==> src/rtl/rx_ring_pkg.sv <==
package rx_ring_pkg;
   typedef enum logic {
      SEL_START = 1'b0,
      SEL_CTRL  = 1'b1
   } reg_sel_e;
endpackage

==> src/rtl/rx_ring_cfg.sv <==
module rx_ring_cfg
   import rx_ring_pkg::*;
#(
   parameter int ADDR_W     = 15,
   parameter int DATA_W     = 16,
   parameter int TOP        = 'h5FFF,
   parameter int RST_START  = 'h5340,
   parameter int ALIGN_BITS = 1
) (
   input  logic              clk,
   input  logic              rst_n,
   input  logic              reg_we,
   input  logic              reg_sel,
   input  logic [DATA_W-1:0] reg_wdata,
   output logic [ADDR_W-1:0] start_ptr,
   output logic              rx_en,
   output logic              en_rise,
   output logic [ADDR_W:0]   region_size
);
   localparam int MAX_PTR = TOP + 1 - (2 ** ALIGN_BITS);
   localparam logic [ADDR_W-1:0] MAX_A  = ADDR_W'(MAX_PTR);
   localparam logic [ADDR_W:0]   SPAN_A = (ADDR_W + 1)'(TOP + 1);

   if (DATA_W < ADDR_W) begin : g_bad_data_w
      $error("rx_ring_cfg: DATA_W must cover ADDR_W");
   end
   if (RST_START % (2 ** ALIGN_BITS) != 0 || RST_START > MAX_PTR) begin : g_bad_rst
      $error("rx_ring_cfg: RST_START must be aligned and inside the ring");
   end

   logic [ADDR_W-1:0] masked, clamped, aligned;
   logic              unused_hi;

   assign unused_hi = ^reg_wdata[DATA_W-1:ADDR_W];
   assign masked    = reg_wdata[ADDR_W-1:0];
   assign clamped   = (masked > MAX_A) ? MAX_A : masked;

   if (ALIGN_BITS > 0) begin : g_align
      assign aligned = {clamped[ADDR_W-1:ALIGN_BITS], {ALIGN_BITS{1'b0}}};
   end else begin : g_noalign
      assign aligned = clamped;
   end

   logic ptr_wr, ctl_wr;
   assign ptr_wr  = reg_we && (reg_sel_e'(reg_sel) == SEL_START) && !rx_en;
   assign ctl_wr  = reg_we && (reg_sel_e'(reg_sel) == SEL_CTRL);
   assign en_rise = ctl_wr && reg_wdata[0] && !rx_en;

   always_ff @(posedge clk) begin
      if (!rst_n) begin
         start_ptr <= ADDR_W'(RST_START);
         rx_en     <= 1'b0;
      end else begin
         if (ptr_wr) start_ptr <= aligned;
         if (ctl_wr) rx_en     <= reg_wdata[0];
      end
   end

   assign region_size = SPAN_A - {1'b0, start_ptr};

   assert_start_aligned_R4: assert property (@(posedge clk) disable iff (!rst_n)
      start_ptr[0] == 1'b0 && start_ptr <= MAX_A);

   assert_ptr_locked_R7: assert property (@(posedge clk) disable iff (!rst_n)
      (rx_en && reg_we && reg_sel == 1'b0) |=> $stable(start_ptr));

   assert_size_R6: assert property (@(posedge clk) disable iff (!rst_n)
      (ADDR_W + 1)'(region_size + {1'b0, start_ptr}) == SPAN_A);
endmodule

==> src/rtl/rx_ring_addr.sv <==
module rx_ring_addr #(
   parameter int ADDR_W    = 15,
   parameter int TOP       = 'h5FFF,
   parameter int RST_START = 'h5340
) (
   input  logic              clk,
   input  logic              rst_n,
   input  logic              en_rise,
   input  logic              accept,
   input  logic [ADDR_W-1:0] start_ptr,
   output logic [ADDR_W-1:0] wr_ptr
);
   localparam logic [ADDR_W-1:0] TOP_A = ADDR_W'(TOP);

   if (TOP >= 2 ** ADDR_W) begin : g_bad_top
      $error("rx_ring_addr: TOP does not fit in ADDR_W");
   end

   logic at_top;
   assign at_top = (wr_ptr == TOP_A);

   always_ff @(posedge clk) begin
      if (!rst_n) begin
         wr_ptr <= ADDR_W'(RST_START);
      end else if (en_rise) begin
         wr_ptr <= start_ptr;
      end else if (accept) begin
         wr_ptr <= at_top ? start_ptr : wr_ptr + 1'b1;
      end
   end

   assert_step_R2: assert property (@(posedge clk) disable iff (!rst_n)
      (accept && wr_ptr != TOP_A) |=> wr_ptr == $past(wr_ptr) + 1'b1);

   assert_wrap_R3: assert property (@(posedge clk) disable iff (!rst_n)
      (accept && wr_ptr == TOP_A) |=> wr_ptr == $past(start_ptr));

   assert_hold_R9: assert property (@(posedge clk) disable iff (!rst_n)
      (!accept && !en_rise) |=> $stable(wr_ptr));
endmodule

==> src/rtl/rx_ring_writer.sv <==
module rx_ring_writer #(
   parameter int ADDR_W     = 15,
   parameter int DATA_W     = 16,
   parameter int BYTE_W     = 8,
   parameter int TOP        = 'h5FFF,
   parameter int RST_START  = 'h5340,
   parameter int ALIGN_BITS = 1
) (
   input  logic              clk,
   input  logic              rst_n,
   input  logic              reg_we,
   input  logic              reg_sel,
   input  logic [DATA_W-1:0] reg_wdata,
   input  logic              rx_valid,
   input  logic [BYTE_W-1:0] rx_data,
   output logic              mem_we,
   output logic [ADDR_W-1:0] mem_addr,
   output logic [BYTE_W-1:0] mem_wdata,
   output logic [ADDR_W-1:0] start_ptr,
   output logic              rx_en,
   output logic [ADDR_W:0]   region_size,
   output logic [ADDR_W-1:0] wr_ptr
);
   localparam logic [ADDR_W-1:0] TOP_A = ADDR_W'(TOP);

   logic en_rise, accept;

   rx_ring_cfg #(
      .ADDR_W(ADDR_W), .DATA_W(DATA_W), .TOP(TOP),
      .RST_START(RST_START), .ALIGN_BITS(ALIGN_BITS)
   ) u_cfg (
      .clk(clk), .rst_n(rst_n), .reg_we(reg_we), .reg_sel(reg_sel),
      .reg_wdata(reg_wdata), .start_ptr(start_ptr), .rx_en(rx_en),
      .en_rise(en_rise), .region_size(region_size)
   );

   assign accept = rx_valid && rx_en;

   rx_ring_addr #(
      .ADDR_W(ADDR_W), .TOP(TOP), .RST_START(RST_START)
   ) u_addr (
      .clk(clk), .rst_n(rst_n), .en_rise(en_rise), .accept(accept),
      .start_ptr(start_ptr), .wr_ptr(wr_ptr)
   );

   assign mem_we    = accept;
   assign mem_addr  = wr_ptr;
   assign mem_wdata = rx_data;

   assert_in_ring_R1: assert property (@(posedge clk) disable iff (!rst_n)
      mem_we |-> (mem_addr >= start_ptr && mem_addr <= TOP_A));

   assert_no_write_off_R9: assert property (@(posedge clk) disable iff (!rst_n)
      !rx_en |-> !mem_we);

   assert_no_stall_R11: assert property (@(posedge clk) disable iff (!rst_n)
      (rx_valid && rx_en) |-> (mem_we && mem_wdata == rx_data));

   assert_enable_load_R8: assert property (@(posedge clk) disable iff (!rst_n)
      $rose(rx_en) |-> wr_ptr == start_ptr);
endmodule

==> config.mk <==
export PLATFORM = sky130hd
export DESIGN_NAME = rx_ring_writer
export DESIGN_NICKNAME = d
export VERILOG_FILES = /design/src/rtl/rx_ring_pkg.sv /design/src/rtl/rx_ring_cfg.sv /design/src/rtl/rx_ring_addr.sv /design/src/rtl/rx_ring_writer.sv
export SDC_FILE = /design/constraint.sdc
export NUM_CORES = 1
export LEC_CHECK = 0
export ABC_AREA = 1
export BUFFER_PORTS_ARGS = -buffer_cell sky130_fd_sc_hd__buf_2
export CAP_MARGIN = 30
export CORE_MARGIN = 2
export CORE_UTILIZATION = 45
export DETAILED_ROUTE_END_ITERATION = 7
export GPL_ROUTABILITY_DRIVEN = 0
export PLACE_DENSITY = 0.76
export SYNTH_ARGS = -nofsm -noshare
export SYNTH_HDL_FRONTEND = slang
export SYNTH_HIERARCHICAL = 1
export SYNTH_SLANG_ARGS = --single-unit
==> constraint.sdc <==
create_clock -name clk -period 1.7 [get_ports clk]
set_input_delay 0.17 -clock clk [delete_from_list [all_inputs] [get_ports clk]]
set_output_delay 0.17 -clock clk [all_outputs]
set_load 0.02 [all_outputs]
After elaboration in Yosys (flattened, before gate mapping)
Cells that the tools add are included.
{"block": "totals", "latchBits": 0, "reg_bits": 30, "inputBits": 29, "output_inout_bits": 71, "n_memories": 0, "ram_bits": 0, "romBits": 0, "elab_cells": 20}
{"block": "op_classes", "n_shift": 0, "n_reduce_logical": 8, "n_lt_le_gt_ge": 1, "n_bitwise": 1, "eq_ne": 1, "n_mul": 0, "n_addsub": 2, "n_mux": 4, "div": 0}
{"op": "15-bit two-way mux", "count": 4}
{"op": "15-bit by 15-bit subtractor with 16-bit output, first input constant", "count": 1}
{"op": "15-bit by 1-bit adder with 15-bit output, second input constant", "count": 1}
{"op": "15-bit equality test, second input constant", "count": 1}
{"op": "15-bit greater-than comparator, second input constant", "count": 1}
{"op": "1-bit logical AND", "count": 6}
{"op": "2-bit nonzero test", "count": 1}
{"op": "1-bit zero test", "count": 1}
{"op": "1-bit NOT", "count": 1}

Depth between registers and ports, before layout
{"block": "depth", "word_depth": 4, "mapped_depth": 10, "depth_no_buf": 10}

By module
The synthesis kept the hierarchy.
{"module": "rx_ring_addr", "seq_area_each_um2": 300.3, "area_each_um2": 1149.9, "cells_each": 188, "instances": 1}
{"module": "rx_ring_cfg", "seq_area_each_um2": 300.3, "area_each_um2": 1048.5, "cells_each": 161, "instances": 1}
{"module": "rx_ring_writer", "seq_area_each_um2": 0.0, "area_each_um2": 180.2, "cells_each": 25, "instances": 1}

Worst setup path after synthesis
No wires, ideal clock.
{"block": "synth_timing", "kind": "register -> register", "start": "reg u_addr.wr_ptr[1]", "end": "reg u_addr.wr_ptr[11]", "path_slack_ns": 0.015, "n_path_buf": 1, "required_ns": 1.583, "period_less_slack_ns": 1.685, "arrival_time_ns": 1.568, "path_stages_with_launch": 10, "setup_time_ns": 0.117, "cell_sequence": "dfxtp_1 > ha_1 > nand3_4 > nor2_8 > nand4_4 > nand2_4 > buf_12 > nor2_1 > nor2_1 > nor2_1"}
{"block": "synth_via", "elab_chain_len": 4, "elab_cells_between_ends": 5, "cone_classes": "add/sub (1); eq/ne (1); mux (3)"}
{"element": "from (decl)", "line": "rx_ring_addr.sv:11", "rtl": "output logic [ADDR_W-1:0] wr_ptr"}
{"element": "from (signal assigned)", "line": "rx_ring_addr.sv:24", "rtl": "wr_ptr <= ADDR_W'(RST_START);"}
{"element": "from (signal assigned)", "line": "rx_ring_addr.sv:26", "rtl": "wr_ptr <= start_ptr;"}
{"element": "from (signal assigned)", "line": "rx_ring_addr.sv:28", "rtl": "wr_ptr <= at_top ? start_ptr : wr_ptr + 1'b1;"}
{"element": "15-bit by 1-bit adder with 15-bit output / 15-bit equality test (equally long branches)", "line": "rx_ring_addr.sv:28, rx_ring_addr.sv:20"}
{"element": "15-bit two-way mux (*)", "line": "rx_ring_addr.sv:28"}
{"element": "15-bit two-way mux (*)", "line": "rx_ring_addr.sv:27", "rtl": "end else if (accept) begin"}
{"element": "15-bit two-way mux (*)", "line": "rx_ring_addr.sv:25", "rtl": "end else if (en_rise) begin"}
Every way passes the cells marked *; elsewhere a longest branch is shown, timed or not. The select of a mux whose other input is x is not followed.
A chain may end at the register's enable or synchronous reset.

Worst setup path in the final report
{"block": "layout_timing", "start": "reg u_cfg.start_ptr[6]", "end": "out region_size[8]"}
{"block": "layout_via", "elab_chain_len": 1}
{"element": "from (decl)", "line": "rx_ring_cfg.sv:15", "rtl": "output logic [ADDR_W-1:0] start_ptr,"}
{"element": "from (signal assigned)", "line": "rx_ring_cfg.sv:51", "rtl": "start_ptr <= ADDR_W'(RST_START);"}
{"element": "from (signal assigned)", "line": "rx_ring_cfg.sv:54", "rtl": "if (ptr_wr) start_ptr <= aligned;"}
{"element": "15-bit by 15-bit subtractor with 16-bit output", "line": "rx_ring_cfg.sv:59", "rtl": "assign region_size = SPAN_A - {1'b0, start_ptr};"}
{"element": "to (decl)", "line": "rx_ring_writer.sv:21", "rtl": "output logic [ADDR_W:0] region_size,"}
Every way passes these cells.

==> run metrics <==
initial antenna violation count 0; H-tree levels 2; arrival time at the worst endpoint 1540 ps; failing checks negative setup slack; Core Rows 26; Die X 76.7 µm; clk_lat worst skew 280 ps; largest net degree at the start of global routing 22; vias 2568; clock root buffer clkbuf_8; post-synth top area share 25.2%; GRT overflow 0; Die Y 76.7 µm; layout cells sized above 1 35.0%; Clk pwr share 27.5%; synthesized area per cell 6.36 µm²; Comb pwr share 34.5%; Placed Cells 506; ys flop type dfxtp_1; DRC violations left 0; async set or reset register ratio after synthesis 0%; count of flip-flops with a built-in enable after synthesis 0; Yosys reg bits 30; Worst EP required 1530 ps; synthesized cell area 2380 µm²; sequential-to-total area share from yosys stat 25.2%; Layout Skew 5.39 ps; Post-Syn Instances 374; Worst Hold Class input pin to register; cts hold-fix bufs 0; IR drop worst, VDD 354 µV; Max Transition Viols Final 0; status complete, but fails checks; crit-path max FO 5; Syn. warnings 6; post-route setup TNS -14.7 ps; Routed WL 6270 µm; Internal 0.00137 W; Max clock buf depth 2; RSZ-0062 raised after global routing yes; CTS tree done; switching share of power 36.9%; post-layout util 59.1%; vias in the first global route 2277; Pre-antenna DRT Iters 4; Initial Utilization 46.6%; Setup-failing EPs final 1; Final Cycle Share 101%; area leader, netlist dfxtp_1; PortBufs 80; synth top area cells dfxtp_1, nand2_1, inv_1, buf_4, nand3_1; P per Cell Area 720 nW/µm²; DP Worst Slack 119 ps; min Tclk post-route 1710 ps; Sw Pwr 0.000802 W; Via-to-Cell Ratio 4.90; fin cells 524; Worst-path clk slew 60 ps; Antenna Nets Post-Route 0; Final #Nets 484; MaxCap Viol Count 0; dpl hpwl 4570 µm; Max Clk Rate 0.583 GHz; Area growth syn-to-layout 26.8%; Worst Setup End Kind output port; First DRT Iteration DRCs 133; first-pass GRT wire length 10100 µm; Clock Sinks 30; die footprint 5880 µm²; Worst setup SP type register; GRT Total Usage 20.7%; P_leak 1.63 nW; post-DR wirelength/cell 12.0 µm; Setup CP Type register to output port; Fin Hold WS 146 ps; Synth cell types 32; Reg power frac 37.9%; top-level I/O count 100; final setup margin -14.7 ps; ant diodes 0; cts bufs inserted 5; final hold viol count 0; core area 5110 µm²
==> cells by family after synthesis <==
| logic type | synth area share [%] |
|---|---|
| and+or+nand+nor | 38.2 |
| buffers and inverters | 19.9 |
| other | 0.158 |
| AOI/OAI and AO/OA | 8.78 |
| DFF | 25.3 |
| adders and majority gates | 1.05 |
| xor gates and xnor gates | 6.63 |
==> synth_stat cells, types with 2 or more instances <==
cell type	n
a21oi_1	25
buf_4	26
clkbuf_1	5
clkinv_1	2
dfxtp_1	30
ha_1	2
inv_1	54
inv_2	5
nand2_1	83
nand2_2	7
nand3_1	38
nand3_2	2
nand3b_1	4
nand4_1	7
nor2_1	31
o21ai_0	5
o21ai_1	10
or2_0	8
xnor2_1	4
xor2_1	14
==> layout by cell type, fill, tap and decap left out, types with 6 or more instances in the layout <==
| master | synthesis | final |
|---|---|---|
| buf_4 | 26 | 29 |
| xor2_1 | 14 | 14 |
| a21oi_1 | 25 | 25 |
| inv_1 | 54 | 48 |
| o21ai_1 | 10 | 10 |
| nand3_1 | 38 | 35 |
| dfxtp_1 | 30 | 20 |
| nand2_1 | 83 | 82 |
| clkbuf_8 | 0 | 6 |
| nand4_1 | 7 | 7 |
| nor2_1 | 31 | 26 |
| nand2_2 | 7 | 8 |
| dfxtp_2 | 0 | 9 |
| inv_2 | 5 | 7 |
| buf_2 | 0 | 74 |
| or2_0 | 8 | 8 |
==> critical path: stages (launching register included) <==
cell and delay (ps):
dfxtp_2 360, nor2_2 170, nand3_2 130, nor2_4 170, buf_4 130, xor2_1 140, buf_4 160
==> flip-flops by register name, indices dropped and copies added (netlist names) <==
name,count
u_addr/wr_ptr,15
u_cfg/start_ptr,14
u_cfg/rx_en,1
==> through the flow <==
| step | power [W] | area (µm²) |
|---|---|---|
| finish | 0.00217 | 3020 |
| global route | 0.00228 | 3020 |
| CTS | 0.00213 | 2910 |
| detailed placement | 0.00150 | 2730 |
| global placement | 0.00149 | 2730 |
| floorplan | 0.00133 | 2380 |
==> final timing paths <==
kind / from / endpoint / slack [ps] / depth (start not counted)
hold reg to reg: u_cfg/start_ptr[14] / u_cfg/start_ptr[14] / 530 / 2
setup / recovery: u_cfg/start_ptr[6] / region_size[8] / -10 / 6
setup reg to reg: u_addr/wr_ptr[0] / u_addr/wr_ptr[6] / 90 / 8
hold / removal: reg_wdata[14] / u_cfg/start_ptr[14] / 150 / 3
==> power by group through the flow <==
stage	Combinational (W)	Sequential, W	Clock [W]
after floorplan	0.000441	0.000892	0
after global placement	0.000660	0.000827	0
after detailed placement	0.000668	0.000829	0
after CTS	0.000708	0.000817	0.000609
after global routing	0.000814	0.000832	0.000632
final	0.000749	0.000824	0.000598
==> metal layers <==
metal / global-route usage [%] / vias to the layer above / routed length (µm)
met5: 0 / - / 0
met4: 8.55 / 0 / 203
met3: 4.35 / 21 / 383
met2: 35.6 / 104 / 2990
met1: 24.9 / 1141 / 2690
li1: - / 1302 / -
==> area by class of cell <==
class	count	area [µm²]
clock inverter	1	5.00
timing repair buffer	104	599
sequential	30	616
tap	70	87.6
fill	498	2090
multi-input combinational	251	1380
clock buffer	7	86.3
inverter	61	239
==> what timing repair did <==
action / 4_1_cts / 5_1_grt
resized for setup: 18 / 26
buffers inserted: 4 / 6
setup endpoints to repair: 7 / 16
pin swaps: 5 / 9
gates cloned: 0 / 0
Power figures use the tool's default switching activity.
